### src/rtl/segchk_pkg.sv
package segchk_pkg;

    typedef enum logic [2:0] {
        SEG_CS  = 3'd0,
        SEG_DS  = 3'd1,
        SEG_ES  = 3'd2,
        SEG_FS  = 3'd3,
        SEG_GS  = 3'd4,
        SEG_SS  = 3'd5,
        SEG_RS6 = 3'd6,
        SEG_RS7 = 3'd7
    } seg_e;

    localparam logic [7:0] VEC_NONE    = 8'd0;
    localparam logic [7:0] VEC_ABSENT  = 8'd11;
    localparam logic [7:0] VEC_STACK   = 8'd12;
    localparam logic [7:0] VEC_GENPROT = 8'd13;

    typedef struct packed {
        logic       valid;
        logic [7:0] vec;
    } verdict_t;

endpackage

### src/rtl/segchk_span.sv
module segchk_span #(
    parameter int ADDR_W = 32,
    parameter int SIZE_W = 4
) (
    input  logic [ADDR_W-1:0] offset,
    input  logic [SIZE_W-1:0] size,
    input  logic [ADDR_W-1:0] bound,
    output logic              over
);
    localparam int EXT_W = ADDR_W + 1;

    logic [SIZE_W-1:0] size_eff;
    logic [EXT_W-1:0]  last_byte;

    always_comb begin
        size_eff  = (size == '0) ? SIZE_W'(1) : size;
        last_byte = {1'b0, offset} + EXT_W'(size_eff) - EXT_W'(1);
        over      = last_byte[ADDR_W] | (last_byte[ADDR_W-1:0] > bound);
    end

endmodule

### src/rtl/segchk_resolve.sv
module segchk_resolve
    import segchk_pkg::*;
(
    input  logic       prot_mode,
    input  seg_e       seg,
    input  logic       present,
    input  logic       rights_ok,
    input  logic       xfer_tgt,
    input  logic       over,
    output verdict_t   verdict
);
    logic is_stack;

    always_comb begin
        is_stack = (seg == SEG_SS);
        verdict  = '{valid: 1'b0, vec: VEC_NONE};
        if (prot_mode) begin
            if (!present) begin
                verdict = '{valid: 1'b1, vec: is_stack ? VEC_STACK : VEC_ABSENT};
            end else if (over) begin
                verdict = '{valid: 1'b1,
                            vec: (is_stack && !xfer_tgt) ? VEC_STACK : VEC_GENPROT};
            end else if (!rights_ok) begin
                verdict = '{valid: 1'b1, vec: VEC_GENPROT};
            end
        end else if (over) begin
            verdict = '{valid: 1'b1, vec: is_stack ? VEC_STACK : VEC_GENPROT};
        end
    end

endmodule

### src/rtl/segchk_top.sv
module segchk_top
    import segchk_pkg::*;
#(
    parameter int                ADDR_W     = 32,
    parameter int                SIZE_W     = 4,
    parameter logic [ADDR_W-1:0] REAL_LIMIT = ADDR_W'(32'h0000_FFFF)
) (
    input  logic              clk,
    input  logic              rst,
    input  logic              req,
    input  logic              prot_mode,
    input  logic [2:0]        seg_sel,
    input  logic [ADDR_W-1:0] offset,
    input  logic [SIZE_W-1:0] size,
    input  logic [ADDR_W-1:0] limit,
    input  logic              present,
    input  logic              rights_ok,
    input  logic              xfer_tgt,
    output logic              fault_valid,
    output logic [7:0]        fault_vec
);
    logic [ADDR_W-1:0] eff_limit;
    logic              over;
    verdict_t          verdict;
    verdict_t          res_d;
    verdict_t          res_q;

    assign eff_limit = prot_mode ? limit : REAL_LIMIT;

    segchk_span #(
        .ADDR_W (ADDR_W),
        .SIZE_W (SIZE_W)
    ) u_span (
        .offset (offset),
        .size   (size),
        .bound  (eff_limit),
        .over   (over)
    );

    segchk_resolve u_resolve (
        .prot_mode (prot_mode),
        .seg       (seg_e'(seg_sel)),
        .present   (present),
        .rights_ok (rights_ok),
        .xfer_tgt  (xfer_tgt),
        .over      (over),
        .verdict   (verdict)
    );

    always_comb begin
        res_d = res_q;
        if (req) begin
            res_d = verdict;
        end
    end

    always_ff @(posedge clk) begin
        if (rst) begin
            res_q <= '{valid: 1'b0, vec: VEC_NONE};
        end else begin
            res_q <= res_d;
        end
    end

    assign fault_valid = res_q.valid;
    assign fault_vec   = res_q.vec;

endmodule

### config.mk
export PLATFORM = sky130hd
export DESIGN_NAME = segchk_top
export DESIGN_NICKNAME = d
export VERILOG_FILES = /design/src/rtl/segchk_pkg.sv /design/src/rtl/segchk_span.sv /design/src/rtl/segchk_resolve.sv /design/src/rtl/segchk_top.sv
export SDC_FILE = /design/constraint.sdc
export NUM_CORES = 1
export LEC_CHECK = 0
export CAP_MARGIN = 20
export CORE_UTILIZATION = 40
export DETAILED_ROUTE_END_ITERATION = 6
export PLACE_DENSITY = 0.7
export SYNTH_ARGS = -nofsm -noshare
export SYNTH_HDL_FRONTEND = slang
export SYNTH_SLANG_ARGS = --single-unit
### constraint.sdc
create_clock -name clk -period 5.78 [get_ports clk]
set_clock_uncertainty 0.1 [all_clocks]
set_input_delay 1.156 -clock clk [delete_from_list [all_inputs] [get_ports clk]]
set_output_delay 1.156 -clock clk [all_outputs]
set_load 0.05 [all_outputs]
# Word level (Yosys, flattened, before mapping)
# Cells that the tools add are included.
# W data, S select, Z words.
# op_classes
addsub	2
magnitude_cmp	1
eq_ne	1
n_mux	10
bitwise_logic	1
n_reduce_logical	3
# ops
cell	n
$mux W9	5
$add A32 B4 Y33	1
$sub A33 B1 Y33 const B	1
$gt A32 B32 Y1	1
$mux W32	1
$logic_not A4 Y1	1
$mux W4	1
$eq A3 B3 Y1 const B	1
$mux W3	1
$mux W1	2
$logic_and A1 B1 Y1	1
$logic_not A1 Y1	1
$or A1 B1 Y1	1
# word_totals
register_bits	9
input_bits	78
out_inout_bits	9
word_cells	20

# Depth between registers and ports, before layout
# logic_depth
ltp_word	9
ltp_mapped	25
mapped_depth_nobuf	25

# Hierarchy
# A second synthesis with hierarchy kept.
# unflattened
cells_unflattened	463
hier_area_um2	3338.2
# by_module_without_submodules
mod	instances	cells_per_inst	area_each_um2	seq_area_each_um2
segchk_span	1	384	2706.3	0.0
segchk_top	1	64	536.8	180.2
segchk_resolve	1	15	95.1	0.0

# Worst setup path before layout
# Ideal clock, no wire load.
# synth_path
path_type	input-to-reg
from	input port offset[1]
to	register res_q, in the netlist fault_vec[0]
setup_ns	0.121
arrival_time_ns	5.188
required_time_ns	5.559
slack_ns	0.370
stages	23
path_buffers	0
path_cell_list	inv_1 > ha_1 > inv_1 > ha_1 > inv_1 > fa_1 > and2b_1 > o2111ai_1 > a21oi_1 > nor3_1 > o211a_1 > nor2_2 > nand3_2 > o31ai_2 > xor2_1 > ha_1 > nand4_1 > or3_1 > nor3_1 > a2111oi_0 > a21o_1 > and2_4 > mux2_4
# synth_between
elab_chain_cells	7
elab_cells_between_ends	8
cone_classes	2 x add/sub; 1 x order compare; 4 x mux; 1 x bitwise
# synth_rtl
item	line_no	text
start: declaration	segchk_top.sv:13	input logic [ADDR_W-1:0] offset,
$add A32 B4 Y33 *	segchk_span.sv:17	last_byte = {1'b0, offset} + EXT_W'(size_eff) - EXT_W'(1);
$sub A33 B1 Y33 *	segchk_span.sv:17	
$gt A32 B32 Y1	segchk_span.sv:18	over = last_byte[ADDR_W] | (last_byte[ADDR_W-1:0] > bound);
$or A1 B1 Y1 *	segchk_span.sv:18	
$mux W9	segchk_resolve.sv:20	end else if (over) begin
$mux W9	segchk_resolve.sv:18	if (!present) begin
$mux W9 *	segchk_resolve.sv:17	if (prot_mode) begin
end signal: assignment	segchk_top.sv:59	res_q <= '{valid: 1'b0, vec: VEC_NONE};
end signal: assignment	segchk_top.sv:61	res_q <= res_d;
end: declaration	segchk_top.sv:26	verdict_t res_q;
# Every way passes the cells marked *; elsewhere a longest branch is shown, timed or not.
# A chain may end at the register's enable or synchronous reset.

# Worst setup path in the final report
# layout_path
from	input port offset[3]
to	register res_q, in the netlist fault_vec[0]
# Same word-level chain as after synthesis.

==> impl_metrics.ini <==
[floorplanning]
floorplan.die.height_um = 86.2
placeable_area_sq_um = 6830
dieArea_sq_um = 7430
placement_rows = 30
initial_utilization_pct = 41.5
die-width_um = 86.2
ioPinCount = 87

[clocking]
cts_hold_repair.buffers = 0
cts_made_buffers = 3
clkTransAtPathRegs_ps = 30
cts.root.buffer_cell = sky130_fd_sc_hd__clkbuf_8
clock_tree.htree_level_count = 1
cts.sinks = 4
cts_tree = yes
worst_skew_pair.late_latency_ps = 220
cts_max_path_buffers = 2

[logic_synthesis]
most_frequent_cell_after_synthesis = sky130_fd_sc_hd__ha_1
synth-seq-cells = 4
synth_top_cell_by_area = sky130_fd_sc_hd__ha_1
synth_edf_count = 0
synth.yosys.seq_area_share_pct = 2.82
synthesis.area_sq_um = 2840
synth_top_area_share_pct = 29.6
netlist_top_cells_count = sky130_fd_sc_hd__ha_1 (67), sky130_fd_sc_hd__inv_1 (49), sky130_fd_sc_hd__a21oi_1 (39)
yosysUniqueCellTypes = 55
synthesis.yosys.warnings = 0
share_of_async_settable_or_async_resettable_flops_after_synthesis_pct = 0
synth_cells = 399
yosys-top-cells-area = sky130_fd_sc_hd__ha_1 (30%), sky130_fd_sc_hd__a21oi_1 (6.9%), sky130_fd_sc_hd__inv_1 (6.5%)
yosys_most_used_dff = sky130_fd_sc_hd__dfxtp_1
syn_area_per_cell_sq_um = 7.11

[detailed_routing]
ant_nets = 0
avgViaCountPerCell = 5.15
via_count = 3075
detail_route.drc_violations = 0
drtIter0Drc = 80
wl_um = 7400
dr.pass1.iters = 4
routed_wire_length_per_instance_um = 12.4

[min_path]
worst_hold_path.num_cells = 2
timing.hold.worst.start = fault_vec[1]
hold_end = fault_vec[1]
hold_path_class = flip-flop to flip-flop

[cells_and_area]
design.final.nets = 649
area_growth_syn_to_layout_pct = 44.8
final_layout_size_suffix_gt1_share_pct = 13.4
instances_no_fill = 597
final_core_util_pct = 60.1
diodes = 0
largest_reg_flops = 4
fillCellCount = 648

[sta]
drv_slew = 0
worstMarginPinSlew_ps = 509
timing.final.crit_period_ps = 5520
maximum_frequency_from_static_timing_analysis_mhz = 181
rsz_0062_raised_after_global_routing = false
timing_hold_violations_final = 0
fin_crit_sh_pct = 95.5
finalSetupViolCount = 0
tns_ps = 0
timing.slew.headroom_pct = 65.9

[pwr]
clk_pwr_share_pct = 10.3
switchingPower_w = 0.000254
switching_share_pct = 44.7
ir_worst_vdd_v = 0.0000516
cellPowerDensity_nw_per_um2 = 138
power_frac_seq_pct = 5.8
leakagePower_nw = 1.99
power.internal_w = 0.000314
combinationalPowerShare_pct = 83.9

[worst_setup_path]
regToRegStartpoint = fault_vec[0]
cp_max_fo = 3
critical_path.startpoint_type = input pin
r2r-end = fault_vec[0]
worstPathRequired_ps = 5780
timing.setup.critical_path_class = input pin to flip-flop
worst_ep_arrival_time_ps = 5520
crit_path_end_kind = flip-flop
setup.reg_to_reg.worst_slack_ps = 4830
worst_r2r_path_depth = 3

[global_routing]
grtUsageTotal_pct = 19.8
grt_pass1_wl_um = 12300
initial_antenna_violation_count = 0
vias_in_the_first_global_route = 3082
grt_max_degree = 28
grt-ovfl-total = 0

[flow_run]
max_cap_violations = 0

[placement]
dpl.hpwl_um = 6350
global_placement_routability_congestion = 0.907
numPlacedInstances = 591
io_buffers = 82

[run_status]
run_status = complete, no violations
worst max-delay path by stage:
stage               from      endpoint  slack [ps]  depth (start not counted)
4_1_cts          size[2]  fault_vec[0]          10                         22
3_5_place_dp     size[1]  fault_vec[0]        -420                         24
6_report       offset[3]  fault_vec[0]         260                         23
5_1_grt        offset[3]  fault_vec[0]           2                         22
3_3_place_gp   offset[1]  fault_vec[0]        -250                         24
2_1_floorplan  offset[1]  fault_vec[0]         370                         23
power by group through the flow:
stage | Combinational, W | Sequential (W) | Clock (W)
floorplan | 0.000290 | 0.0000431 | 0
global placement | 0.000440 | 0.0000330 | 0
detailed placement | 0.000450 | 0.0000330 | 0
CTS | 0.000462 | 0.0000328 | 0.0000595
global route | 0.000536 | 0.0000331 | 0.0000617
finish | 0.000476 | 0.0000329 | 0.0000586
cells in the final DEF (no fill, tap or decap), types with 5 or more instances in the layout:
| cell type | Yosys | routed |
|---|---|---|
| sky130_fd_sc_hd__inv_1 | 49 | 44 |
| sky130_fd_sc_hd__xor2_1 | 10 | 10 |
| sky130_fd_sc_hd__nand2_1 | 38 | 38 |
| sky130_fd_sc_hd__buf_4 | 5 | 25 |
| sky130_fd_sc_hd__inv_2 | 0 | 5 |
| sky130_fd_sc_hd__o21ai_0 | 18 | 12 |
| sky130_fd_sc_hd__a21oi_1 | 39 | 37 |
| sky130_fd_sc_hd__a21o_1 | 16 | 16 |
| sky130_fd_sc_hd__clkdlybuf4s50_1 | 0 | 76 |
| sky130_fd_sc_hd__nor2b_1 | 22 | 22 |
| sky130_fd_sc_hd__nand4_1 | 11 | 11 |
| sky130_fd_sc_hd__xnor2_1 | 18 | 18 |
| sky130_fd_sc_hd__dlymetal6s2s_1 | 0 | 6 |
| sky130_fd_sc_hd__nand3_1 | 6 | 6 |
| sky130_fd_sc_hd__o21ai_1 | 5 | 9 |
| sky130_fd_sc_hd__nor2_1 | 21 | 21 |
| sky130_fd_sc_hd__ha_1 | 67 | 63 |
worst max-delay path, stage by stage:
cell                              delay [ps]
sky130_fd_sc_hd__clkdlybuf4s50_1         450
sky130_fd_sc_hd__inv_1                    40
sky130_fd_sc_hd__ha_1                    280
sky130_fd_sc_hd__inv_1                   100
sky130_fd_sc_hd__ha_4                    210
sky130_fd_sc_hd__buf_4                   130
sky130_fd_sc_hd__o211ai_2                180
sky130_fd_sc_hd__o211a_1                 260
sky130_fd_sc_hd__o21ai_4                  90
sky130_fd_sc_hd__a21o_4                  220
sky130_fd_sc_hd__a31oi_4                 160
sky130_fd_sc_hd__o21bai_1                120
sky130_fd_sc_hd__a21o_1                  190
sky130_fd_sc_hd__a21oi_2                 140
sky130_fd_sc_hd__xnor2_1                  80
sky130_fd_sc_hd__ha_1                    300
sky130_fd_sc_hd__nand4_1                 140
sky130_fd_sc_hd__or3_4                   370
sky130_fd_sc_hd__nor3_4                  210
sky130_fd_sc_hd__a2111oi_2                90
sky130_fd_sc_hd__a21o_1                  170
sky130_fd_sc_hd__and2_4                  150
sky130_fd_sc_hd__mux2_4                  290
per-stage QoR:
stage	hold WS, ps	area (sq um)	total power (W)	worst slack, ps
3_5_place_dp	374	3890	0.000483	-421
2_1_floorplan	589	2850	0.000333	370
4_1_cts	378	3970	0.000554	10.3
3_3_place_gp	364	3890	0.000473	-254
5_1_grt	421	4110	0.000631	2.26
6_report	378	4110	0.000568	262
routing by layer:
metal,up-vias,global-route usage (%),wire length [um]
li1,1607,-,-
met1,1397,22.9,3250
met2,61,39.6,3850
met3,10,1.05,219
met4,0,3.94,84
met5,-,0,0
cell type report:
| cell class | count | area (sq um) | area share, % |
|---|---|---|---|
| timing repair buffer | 107 | 1020 | 24.9 |
| sequential | 4 | 80.1 | 1.95 |
| clock buffer | 3 | 41.3 | 1.01 |
| multi-input combinational | 338 | 2660 | 64.7 |
| inverter | 49 | 184 | 4.48 |
| tap | 96 | 120 | 2.93 |
repair_timing:
item / 4_1_cts / 5_1_grt
gates resized for setup: 7 / 34
pin swaps: 11 / 24
setup endpoints to repair: 3 / 3
gates cloned: 0 / 0
buffers inserted: 1 / 2
cell families after synthesis:
kind of cell | synth area share (%)
fa+ha+maj | 30.3
xor+xnor | 8.65
simple gates | 21.4
mux | 0.529
compound gates | 27.6
flops | 2.82
buf+inv | 8.61
other cells | 0.132
Power figures use the tool's default switching activity.
